===== src/rtl/seqr_pkg.sv =====
`timescale 1ns/1ps
package seqr_pkg;
  localparam int OPC_W = 4;

  typedef enum logic [1:0] {
    CYC_FETCH = 2'b00,
    CYC_IND   = 2'b01,
    CYC_EXEC  = 2'b10,
    CYC_INTR  = 2'b11
  } cyc_e;

  typedef enum logic [1:0] {
    STEP_T1 = 2'b00,
    STEP_T2 = 2'b01,
    STEP_T3 = 2'b10
  } step_e;

  localparam logic [OPC_W-1:0] OP_HALT  = 4'd0;
  localparam logic [OPC_W-1:0] OP_LOAD  = 4'd1;
  localparam logic [OPC_W-1:0] OP_STORE = 4'd2;
  localparam logic [OPC_W-1:0] OP_ADD   = 4'd3;
  localparam logic [OPC_W-1:0] OP_JUMP  = 4'd4;
  localparam logic [OPC_W-1:0] OP_EI    = 4'd5;

  typedef struct packed {
    logic mar_pc;
    logic mar_ir;
    logic mar_save;
    logic mbr_mem;
    logic mbr_pc;
    logic mbr_r1;
    logic ir_mbr;
    logic iraddr_mbr;
    logic pc_inc;
    logic pc_ir;
    logic pc_hnd;
    logic r1_mbr;
    logic r1_add;
    logic mem_we;
    logic ie_set;
    logic ie_clr;
  } ctrl_t;
endpackage


===== src/rtl/seqr_timing.sv =====
`timescale 1ns/1ps
module seqr_timing
  import seqr_pkg::*;
(
  input  logic  clk,
  input  logic  rst_n,
  input  logic  freeze,
  input  logic  ind_flag,
  input  logic  go_intr,
  output cyc_e  cyc_q,
  output step_e step_q
);
  cyc_e  cyc_d;
  step_e step_d;
  logic  adv;

  always_comb begin
    adv    = !freeze;
    cyc_d  = cyc_q;
    unique case (step_q)
      STEP_T1: step_d = STEP_T2;
      STEP_T2: step_d = STEP_T3;
      default: step_d = STEP_T1;
    endcase
    if (step_q == STEP_T3) begin
      unique case (cyc_q)
        CYC_FETCH: cyc_d = ind_flag ? CYC_IND : CYC_EXEC;
        CYC_IND:   cyc_d = CYC_EXEC;
        CYC_EXEC:  cyc_d = go_intr ? CYC_INTR : CYC_FETCH;
        default:   cyc_d = CYC_FETCH;
      endcase
    end
  end

  always_ff @(posedge clk or negedge rst_n) begin
    if (!rst_n) begin
      cyc_q  <= CYC_FETCH;
      step_q <= STEP_T1;
    end else if (adv) begin
      cyc_q  <= cyc_d;
      step_q <= step_d;
    end
  end

  AST_STEP_CODE_LEGAL: assert property (@(posedge clk) disable iff (!rst_n)
    step_q inside {STEP_T1, STEP_T2, STEP_T3});
  AST_STEP_WRAPS: assert property (@(posedge clk) disable iff (!rst_n)
    (!freeze && step_q == STEP_T3) |=> step_q == STEP_T1);
  AST_CYC_AT_BOUNDARY: assert property (@(posedge clk) disable iff (!rst_n)
    (step_q != STEP_T3) |=> $stable(cyc_q));
  AST_HALT_HOLDS: assert property (@(posedge clk) disable iff (!rst_n)
    freeze |=> ($stable(step_q) && $stable(cyc_q)));
  AST_IND_AFTER_FETCH: assert property (@(posedge clk) disable iff (!rst_n)
    (cyc_q == CYC_IND && step_q == STEP_T1) |-> $past(cyc_q) == CYC_FETCH);
endmodule


===== src/rtl/seqr_decode.sv =====
`timescale 1ns/1ps
module seqr_decode
  import seqr_pkg::*;
(
  input  logic             clk,
  input  logic             rst_n,
  input  cyc_e             cyc,
  input  step_e            step,
  input  logic [OPC_W-1:0] op,
  input  logic             ie,
  input  logic             irq_req,
  output ctrl_t            ctrl,
  output logic             halt,
  output logic             go_intr
);
  logic mem_ref;

  always_comb begin
    ctrl    = '0;
    mem_ref = (op == OP_LOAD) || (op == OP_ADD) || (op == OP_STORE);
    halt    = (cyc == CYC_EXEC) && (op == OP_HALT);
    go_intr = (cyc == CYC_EXEC) && (step == STEP_T3) && !halt && ie && irq_req;
    unique case (cyc)
      CYC_FETCH: begin
        ctrl.mar_pc  = (step == STEP_T1);
        ctrl.mbr_mem = (step == STEP_T2);
        ctrl.pc_inc  = (step == STEP_T2);
        ctrl.ir_mbr  = (step == STEP_T3);
      end
      CYC_IND: begin
        ctrl.mar_ir     = (step == STEP_T1);
        ctrl.mbr_mem    = (step == STEP_T2);
        ctrl.iraddr_mbr = (step == STEP_T3);
      end
      CYC_EXEC: begin
        ctrl.mar_ir  = (step == STEP_T1) && mem_ref;
        ctrl.pc_ir   = (step == STEP_T1) && (op == OP_JUMP);
        ctrl.ie_set  = (step == STEP_T1) && (op == OP_EI);
        ctrl.mbr_mem = (step == STEP_T2) && ((op == OP_LOAD) || (op == OP_ADD));
        ctrl.mbr_r1  = (step == STEP_T2) && (op == OP_STORE);
        ctrl.r1_mbr  = (step == STEP_T3) && (op == OP_LOAD);
        ctrl.r1_add  = (step == STEP_T3) && (op == OP_ADD);
        ctrl.mem_we  = (step == STEP_T3) && (op == OP_STORE);
        ctrl.ie_clr  = go_intr;
      end
      default: begin
        ctrl.mbr_pc   = (step == STEP_T1);
        ctrl.mar_save = (step == STEP_T2);
        ctrl.pc_hnd   = (step == STEP_T2);
        ctrl.mem_we   = (step == STEP_T3);
      end
    endcase
  end

  AST_MBR_RW_SPLIT: assert property (@(posedge clk) disable iff (!rst_n)
    (ctrl.mbr_mem || ctrl.mbr_pc || ctrl.mbr_r1) |->
    !(ctrl.ir_mbr || ctrl.iraddr_mbr || ctrl.r1_mbr || ctrl.r1_add || ctrl.mem_we));
  AST_MAR_RW_SPLIT: assert property (@(posedge clk) disable iff (!rst_n)
    (ctrl.mar_pc || ctrl.mar_ir || ctrl.mar_save) |-> !(ctrl.mbr_mem || ctrl.mem_we));
  AST_ONE_MAR_SOURCE: assert property (@(posedge clk) disable iff (!rst_n)
    $countones({ctrl.mar_pc, ctrl.mar_ir, ctrl.mar_save}) <= 1);
  AST_HALT_QUIET: assert property (@(posedge clk) disable iff (!rst_n)
    halt |-> (ctrl == '0 && !go_intr));
endmodule


===== src/rtl/seqr_datapath.sv =====
`timescale 1ns/1ps
module seqr_datapath
  import seqr_pkg::*;
#(
  parameter int ADDR_W = 11,
  parameter int DATA_W = 16,
  parameter logic [ADDR_W-1:0] RESET_PC     = '0,
  parameter logic [ADDR_W-1:0] SAVE_ADDR    = '1,
  parameter logic [ADDR_W-1:0] HANDLER_ADDR = '0
) (
  input  logic              clk,
  input  logic              rst_n,
  input  ctrl_t             ctrl,
  input  logic [DATA_W-1:0] mem_rdata,
  output logic [ADDR_W-1:0] pc_q,
  output logic [ADDR_W-1:0] mar_q,
  output logic [DATA_W-1:0] mbr_q,
  output logic [DATA_W-1:0] ir_q,
  output logic [DATA_W-1:0] r1_q,
  output logic              ie_q,
  output logic [ADDR_W-1:0] mem_addr,
  output logic [DATA_W-1:0] mem_wdata,
  output logic              mem_we
);
  localparam logic [ADDR_W-1:0] PC_STEP = ADDR_W'(1);
  localparam int PAD_W = DATA_W - ADDR_W;

  logic [ADDR_W-1:0] pc_d, mar_d;
  logic [DATA_W-1:0] mbr_d, ir_d, r1_d;
  logic              pc_en, mar_en, mbr_en, ir_en, r1_en, ie_en;

  always_comb begin
    pc_en  = ctrl.pc_inc | ctrl.pc_ir | ctrl.pc_hnd;
    mar_en = ctrl.mar_pc | ctrl.mar_ir | ctrl.mar_save;
    mbr_en = ctrl.mbr_mem | ctrl.mbr_pc | ctrl.mbr_r1;
    ir_en  = ctrl.ir_mbr | ctrl.iraddr_mbr;
    r1_en  = ctrl.r1_mbr | ctrl.r1_add;
    ie_en  = ctrl.ie_set | ctrl.ie_clr;

    if (ctrl.pc_inc)      pc_d = pc_q + PC_STEP;
    else if (ctrl.pc_ir)  pc_d = ir_q[ADDR_W-1:0];
    else                  pc_d = HANDLER_ADDR;

    if (ctrl.mar_pc)      mar_d = pc_q;
    else if (ctrl.mar_ir) mar_d = ir_q[ADDR_W-1:0];
    else if (ctrl.mar_save) mar_d = SAVE_ADDR;
    else                  mar_d = mar_q;

    if (ctrl.mbr_mem)     mbr_d = mem_rdata;
    else if (ctrl.mbr_pc) mbr_d = {{PAD_W{1'b0}}, pc_q};
    else                  mbr_d = r1_q;

    if (ctrl.ir_mbr)      ir_d = mbr_q;
    else                  ir_d = {ir_q[DATA_W-1:ADDR_W], mbr_q[ADDR_W-1:0]};

    if (ctrl.r1_add)      r1_d = r1_q + mbr_q;
    else                  r1_d = mbr_q;
  end

  assign mem_addr  = mar_d;
  assign mem_wdata = mbr_q;
  assign mem_we    = ctrl.mem_we;

  always_ff @(posedge clk or negedge rst_n) begin
    if (!rst_n) begin
      pc_q  <= RESET_PC;
      mar_q <= '0;
      mbr_q <= '0;
      ir_q  <= '0;
      r1_q  <= '0;
      ie_q  <= 1'b1;
    end else begin
      if (pc_en)  pc_q  <= pc_d;
      if (mar_en) mar_q <= mar_d;
      if (mbr_en) mbr_q <= mbr_d;
      if (ir_en)  ir_q  <= ir_d;
      if (r1_en)  r1_q  <= r1_d;
      if (ie_en)  ie_q  <= ctrl.ie_set;
    end
  end

  AST_WRITE_ADDR_HELD: assert property (@(posedge clk) disable iff (!rst_n)
    mem_we |-> (mem_addr == mar_q && mem_wdata == mbr_q));
  AST_IE_DROPS: assert property (@(posedge clk) disable iff (!rst_n)
    ctrl.ie_clr |=> !ie_q);
  AST_IR_HIGH_KEPT: assert property (@(posedge clk) disable iff (!rst_n)
    ctrl.iraddr_mbr |=> ir_q[DATA_W-1:ADDR_W] == $past(ir_q[DATA_W-1:ADDR_W]));
endmodule


===== src/rtl/instr_cycle_seq.sv =====
`timescale 1ns/1ps
module instr_cycle_seq
  import seqr_pkg::*;
#(
  parameter int ADDR_W = 11,
  parameter logic [ADDR_W-1:0] RESET_PC     = '0,
  parameter logic [ADDR_W-1:0] SAVE_ADDR    = 11'h7F0,
  parameter logic [ADDR_W-1:0] HANDLER_ADDR = 11'h020,
  localparam int DATA_W = OPC_W + 1 + ADDR_W
) (
  input  logic              clk,
  input  logic              rst_n,
  input  logic              irq_req,
  input  logic [DATA_W-1:0] mem_rdata,
  output logic [ADDR_W-1:0] mem_addr,
  output logic [DATA_W-1:0] mem_wdata,
  output logic              mem_we,
  output logic [ADDR_W-1:0] pc_o,
  output logic [ADDR_W-1:0] mar_o,
  output logic [DATA_W-1:0] mbr_o,
  output logic [DATA_W-1:0] ir_o,
  output logic [DATA_W-1:0] r1_o,
  output logic              ie_o,
  output logic [1:0]        cyc_o,
  output logic [1:0]        step_o,
  output logic              halted
);
  cyc_e  cyc;
  step_e step;
  ctrl_t ctrl;
  logic  halt, go_intr;

  seqr_timing u_timing (
    .clk      (clk),
    .rst_n    (rst_n),
    .freeze   (halt),
    .ind_flag (mbr_o[ADDR_W]),
    .go_intr  (go_intr),
    .cyc_q    (cyc),
    .step_q   (step)
  );

  seqr_decode u_decode (
    .clk     (clk),
    .rst_n   (rst_n),
    .cyc     (cyc),
    .step    (step),
    .op      (ir_o[DATA_W-1 -: OPC_W]),
    .ie      (ie_o),
    .irq_req (irq_req),
    .ctrl    (ctrl),
    .halt    (halt),
    .go_intr (go_intr)
  );

  seqr_datapath #(
    .ADDR_W       (ADDR_W),
    .DATA_W       (DATA_W),
    .RESET_PC     (RESET_PC),
    .SAVE_ADDR    (SAVE_ADDR),
    .HANDLER_ADDR (HANDLER_ADDR)
  ) u_dp (
    .clk       (clk),
    .rst_n     (rst_n),
    .ctrl      (ctrl),
    .mem_rdata (mem_rdata),
    .pc_q      (pc_o),
    .mar_q     (mar_o),
    .mbr_q     (mbr_o),
    .ir_q      (ir_o),
    .r1_q      (r1_o),
    .ie_q      (ie_o),
    .mem_addr  (mem_addr),
    .mem_wdata (mem_wdata),
    .mem_we    (mem_we)
  );

  assign cyc_o  = cyc;
  assign step_o = step;
  assign halted = halt;

  AST_FETCH_MAR_GETS_PC: assert property (@(posedge clk) disable iff (!rst_n)
    (cyc == CYC_FETCH && step == STEP_T1) |=> mar_o == $past(pc_o));
  AST_FETCH_PC_STEPS: assert property (@(posedge clk) disable iff (!rst_n)
    (cyc == CYC_FETCH && step == STEP_T2) |=> pc_o == $past(pc_o) + ADDR_W'(1));
  AST_INTR_VECTORS: assert property (@(posedge clk) disable iff (!rst_n)
    (cyc == CYC_INTR && step == STEP_T3) |-> (pc_o == HANDLER_ADDR && mar_o == SAVE_ADDR && mem_we));
  AST_INTR_NO_IE: assert property (@(posedge clk) disable iff (!rst_n)
    (cyc == CYC_INTR) |-> !ie_o);
endmodule


===== config.mk =====
export PLATFORM = sky130hd
export DESIGN_NAME = instr_cycle_seq
export DESIGN_NICKNAME = d
export VERILOG_FILES = /design/src/rtl/seqr_pkg.sv /design/src/rtl/seqr_timing.sv /design/src/rtl/seqr_decode.sv /design/src/rtl/seqr_datapath.sv /design/src/rtl/instr_cycle_seq.sv
export SDC_FILE = /design/constraint.sdc
export NUM_CORES = 1
export LEC_CHECK = 0
export BUFFER_PORTS_ARGS = -buffer_cell sky130_fd_sc_hd__clkbuf_2
export CAP_MARGIN = 20
export CORE_ASPECT_RATIO = 0.8
export CORE_MARGIN = 2
export CORE_UTILIZATION = 40
export DETAILED_ROUTE_END_ITERATION = 8
export GPL_TIMING_DRIVEN = 0
export MAX_ROUTING_LAYER = met4
export SYNTH_ARGS = -nofsm -noshare
export SYNTH_HDL_FRONTEND = slang
export SYNTH_SLANG_ARGS = --single-unit

===== constraint.sdc =====
create_clock -name clk -period 4.9 [get_ports clk]
set_input_delay 0.49 -clock clk [delete_from_list [all_inputs] [get_ports clk]]
set_output_delay 0.49 -clock clk [all_outputs]
set_load 0.05 [all_outputs]

# Word level (Yosys, flattened, before mapping)
# Cells that the tools add are included.
[op_classes]
reduce_logical = 23
muxes = 25
addsub = 2
n_eq_ne = 9
bitwise = 10
[ops]
columns = ["op", "n"]
rows = [
  ["11-bit 2-to-1 mux", 5],
  ["16-bit 2-to-1 mux", 3],
  ["16-bit adder", 1],
  ["1-bit logical AND", 13],
  ["11-bit by 1-bit adder with 11-bit output (second input constant)", 1],
  ["1-bit bitwise OR", 9],
  ["4-bit by 2-bit equality test with 1-bit output (second input constant)", 2],
  ["4-bit by 3-bit equality test with 1-bit output (second input constant)", 2],
  ["1-bit 2-to-1 mux", 8],
  ["2-bit 2-to-1 mux", 4],
  ["1-bit one-hot mux with 2 select lines", 3],
  ["2-bit one-hot mux with 3 select lines", 1],
  ["2-bit by 1-bit equality test with 1-bit output (second input constant)", 2],
  ["2-bit equality test (second input constant)", 2],
  ["4-bit by 1-bit equality test with 1-bit output (second input constant)", 1],
  ["2-bit zero test", 2],
  ["4-bit zero test", 1],
  ["2-bit one-hot mux with 2 select lines", 1],
  ["2-bit AND reduction", 2],
  ["3-bit OR reduction", 1],
  ["1-bit logical OR", 2],
  ["2-bit OR reduction", 1],
  ["1-bit zero test", 1],
  ["1-bit NOT", 1],
]
[word_totals]
wordCells = 78
inputBits = 19
ff_bits = 75
out_inout_bits = 104

# Logic depth before layout (Yosys ltp)
[depth]
ltp_word = 8
depth_mapped = 10
mapped_depth_nobuf = 8

# Cells and area by module
# From an unflattened synthesis, not the netlist that was laid out.
[unflattened]
cells_unflattened = 525
hier_area_um2 = 4817.1
[by_module_without_submodules]
columns = ["mod", "n_inst", "seq_area_each_um2", "cells_each", "area_each_um2"]
rows = [
  ["seqr_datapath", 1, 1778.0, 467, 4325.4],
  ["seqr_decode", 1, 0.0, 41, 301.5],
  ["seqr_timing", 1, 100.1, 17, 190.2],
]

# Least setup slack after synthesis
# No wires, ideal clock.
[synth_path]
path_type = "register to output"
start = "register u_timing.cyc_q[0]"
end = "output mem_addr[3]"
stages_incl_launch_ff = 9
setup_slack_ps = 1604
arrival_time_ps = 2806
required_ps = 4410
n_path_buf = 1
cell_sequence = "dfrtp_1 > inv_1 > ha_1 > o211ai_1 > a21oi_1 > buf_2 > nor3b_1 > a21oi_1 > o21ai_0"
[synth_via]
elab_chain_cells = 6
word_cells_on_any_way = 10
classes_between = "2 x eq/ne; 6 x mux; 2 x reduce/logical"
[synth_lines]
columns = ["item", "line", "rtl"]
rows = [
  ["start: declaration", "seqr_timing.sv:10", "output cyc_e cyc_q,"],
  ["start signal: assignment", "seqr_timing.sv:40", "cyc_q <= cyc_d;"],
  ["2-bit by 1-bit equality test with 1-bit output (tied with other cells)", "seqr_decode.sv:23", "unique case (cyc)"],
  ["3-bit OR reduction (no line)", "--", ""],
  ["1-bit 2-to-1 mux", "seqr_decode.sv:23", ""],
  ["11-bit 2-to-1 mux", "seqr_datapath.sv:46", "else if (ctrl.mar_save) mar_d = SAVE_ADDR;"],
  ["11-bit 2-to-1 mux", "seqr_datapath.sv:45", "else if (ctrl.mar_ir) mar_d = ir_q[ADDR_W-1:0];"],
  ["11-bit 2-to-1 mux *", "seqr_datapath.sv:44", "if (ctrl.mar_pc) mar_d = pc_q;"],
  ["end: declaration", "instr_cycle_seq.sv:15", "output logic [ADDR_W-1:0] mem_addr,"],
]
# Mark *: on every way between the ends. The rest lies on a longest branch, timed or not.

# Final worst setup path
# Ends and elaborated chain as after synthesis.

==> run metrics <==
clk_lat worst skew=0.33 ns; Bufs on Longest Clock Path=2; CP peak stage delay=0.43 ns; vias in the first global route=4144; Initial Utilization=0.4112; Die W=125.7 um; Clock Pin Slew Worst Setup and Hold Paths=0.06 ns; total grt overflow=0; hold buffer count at CTS=0; final critical delay including setup and external delays=3.092 ns; depth of the CTS H-tree=3; commonest non-fill, non-tap cells in the layout=121 x clkbuf_2, 74 x dfrtp_1, 63 x o21ai_0; initial drt markers=358; Die Y=101.3 um; largest net degree at the start of global routing=53; achievable frequency=323.4 MHz; Critical Path End Type=output port; hold_ws=0.09443 ns; post-synthesis cell count=527; layout cells sized above 1=0.2973; max-slew violations=0; DR vias/cell=5.619; WP data arrival=2.60 ns; unrepaired setup endpoints after global routing=no; Final Cycle Share=0.6310; Fillers=1089; register area=1878 um2; Wirelength per Cell=17.62 um; CTS tree=done; Distinct cells, synth=58; Worst path slowest cell=dfrtp_1; Syn Nets=568; CP dominant cell by count=clkbuf_1; DRT Pass-1 Iters=5; final hold violation count=0; Final #Nets=702; io pins=123; number of port buffers=122; DRC viols=0; hold crit path type=input port to async pin; count of final setup violators=0; Multi-input gate area=2569 um2; initial antenna violation count=0; worst r2r path cells=8; Main synth FF type=dfrtp_1; antenna cells=0; post-layout util=0.5085; Root Buffer=clkbuf_16; CTS sink count=75; row cnt=35; Crit Path Class=register to output port; RR Endpoint=u_dp.r1_q[12]; DP HPWL=10820 um; measured slew at the worst slew-check pin=0.7471 ns; crit-path max FO=10; Worst R2R Setup Slack=2.24 ns; Setup crit start kind=register; area grow syn2layout=23.67%; worst-path cell chain=inv_1, ha_1, buf_2, and2_1, clkbuf_1, clkbuf_1, nand2_1, o21ai_0, clkbuf_2; Req. time, crit path=4.41 ns; Slew HR=0.5020; Post-synth EDFFs=0; Final GP Congestion=0.9537; Syn Std Cell Area=4736 um2; most common cell after layout, fill and taps aside=clkbuf_2; asr flop ratio synth=1.000; Via Count=4574; run status=finished clean; Die ar.=12730 um2; max cap viols=0; total track usage=0.2319; Setup TNS=0 ns; core footprint=11520 um2; post-CTS sizing=0; Post-Syn Area per Cell=8.986 um2; first-pass GRT wire length=22580 um; worst reg2reg path startpoint=u_dp.mbr_q[0]; Synth Register Bits=75; Seq/Total Area, Yosys=0.3966; Post-CTS Setup Repair Bufs=0; Routed Antenna Nets=0; Detailed Route WL=14340 um; Max Clock Skew=0.003951 ns; Num CTS Buffers=9; YS warnings=0
==> worst max-delay path: cells and delay by family (launching register included) <==
family / cells / cell delay, ns
buffers and inverters: 5 / 1.29
AO/OA/AOI/OAI: 1 / 0.11
flip-flops: 1 / 0.43
adder cells (fa/ha/maj): 1 / 0.15
AND/OR/NAND/NOR: 2 / 0.27
==> cells by family (layout without fill, tap and decap cells) <==
family / after synthesis / after routing / synth area share
buffers and inverters: 54 / 193 / 0.06103
AND/OR/NAND/NOR: 165 / 165 / 0.1646
flip-flops: 75 / 75 / 0.3966
adder cells (fa/ha/maj): 22 / 22 / 0.05971
AO/OA/AOI/OAI: 161 / 161 / 0.2093
XOR/XNOR: 9 / 9 / 0.01665
multiplexers: 41 / 41 / 0.09220
==> registers in the layout, indices dropped and copies added (netlist names) <==
register         flops
u_dp.ir_q           16
u_dp.mbr_q          16
u_dp.r1_q           16
u_dp.mar_q          11
u_dp.pc_q           11
u_timing.cyc_q       2
u_timing.step_q      2
u_dp.ie_q            1
==> per-stage QoR <==
step | cell area, um2 | std cells | setup WS [ns]
6_report | 5857 | 814 | 1.808
3_3_place_gp | 5532 | 797 | 2.228
5_1_grt | 5857 | 814 | 1.586
4_1_cts | 5857 | 814 | 1.841
3_5_place_dp | 5562 | 798 | 2.214
2_1_floorplan | 4736 | 527 | 1.604
==> synth_stat cells, types with 3 or more instances <==
master	n	area share
a211oi_1	7	0.011
a21o_1	7	0.011
a21oi_1	46	0.049
a221o_1	7	0.015
a31oi_1	6	0.0079
and2_1	5	0.0066
and3_1	8	0.011
buf_2	12	0.013
buf_4	17	0.027
clkbuf_1	14	0.011
dfrtp_1	74	0.39
ha_1	21	0.055
inv_1	10	0.0079
mux2_2	16	0.038
mux2i_1	23	0.049
nand2_1	59	0.047
nand2b_1	4	0.0053
nand3_1	7	0.0074
nand3b_1	3	0.0048
nand4_1	4	0.0053
nor2_1	45	0.036
nor2b_1	3	0.0040
nor3_1	7	0.0074
nor3b_1	9	0.014
o211ai_1	3	0.0048
o21ai_0	63	0.067
o21ai_1	4	0.0042
or2_2	3	0.0040
xnor2_1	6	0.011
xor2_1	3	0.0055
==> routing by layer <==
layer | global-route usage | vias up | share of wire
li1 | - | 2155 | -
met4 | 0.06325 | 0 | 0.014
met2 | 0.3264 | 193 | 0.43
met5 | - | - | 0
met3 | 0.04279 | 20 | 0.065
met1 | 0.3411 | 2206 | 0.49
==> area by class of cell <==
class	instances	share of cell area
multi-input cells	398	0.4386
plain buffers	44	0.04294
clock inverters	6	0.01132
well taps	148	0.03162
inverters	10	0.006409
flip-flops and latches	75	0.3207
clock buffers	10	0.03909
repair buffers	123	0.1094
==> how the worst max path moves through the flow <==
stage / end / from / depth (start not counted)
5_1_grt: mem_addr[4] / u_timing.cyc_q[0] / 9
3_5_place_dp: mem_addr[3] / u_timing.cyc_q[1] / 9
3_3_place_gp: mem_addr[3] / u_timing.step_q[1] / 7
2_1_floorplan: mem_addr[3] / u_timing.cyc_q[0] / 8
4_1_cts: mem_addr[3] / u_timing.cyc_q[1] / 9
6_report: mem_addr[3] / u_timing.cyc_q[0] / 9
Power is not shown: default switching activity piles up to over one toggle a cycle in this logic, so the estimate is an artifact.
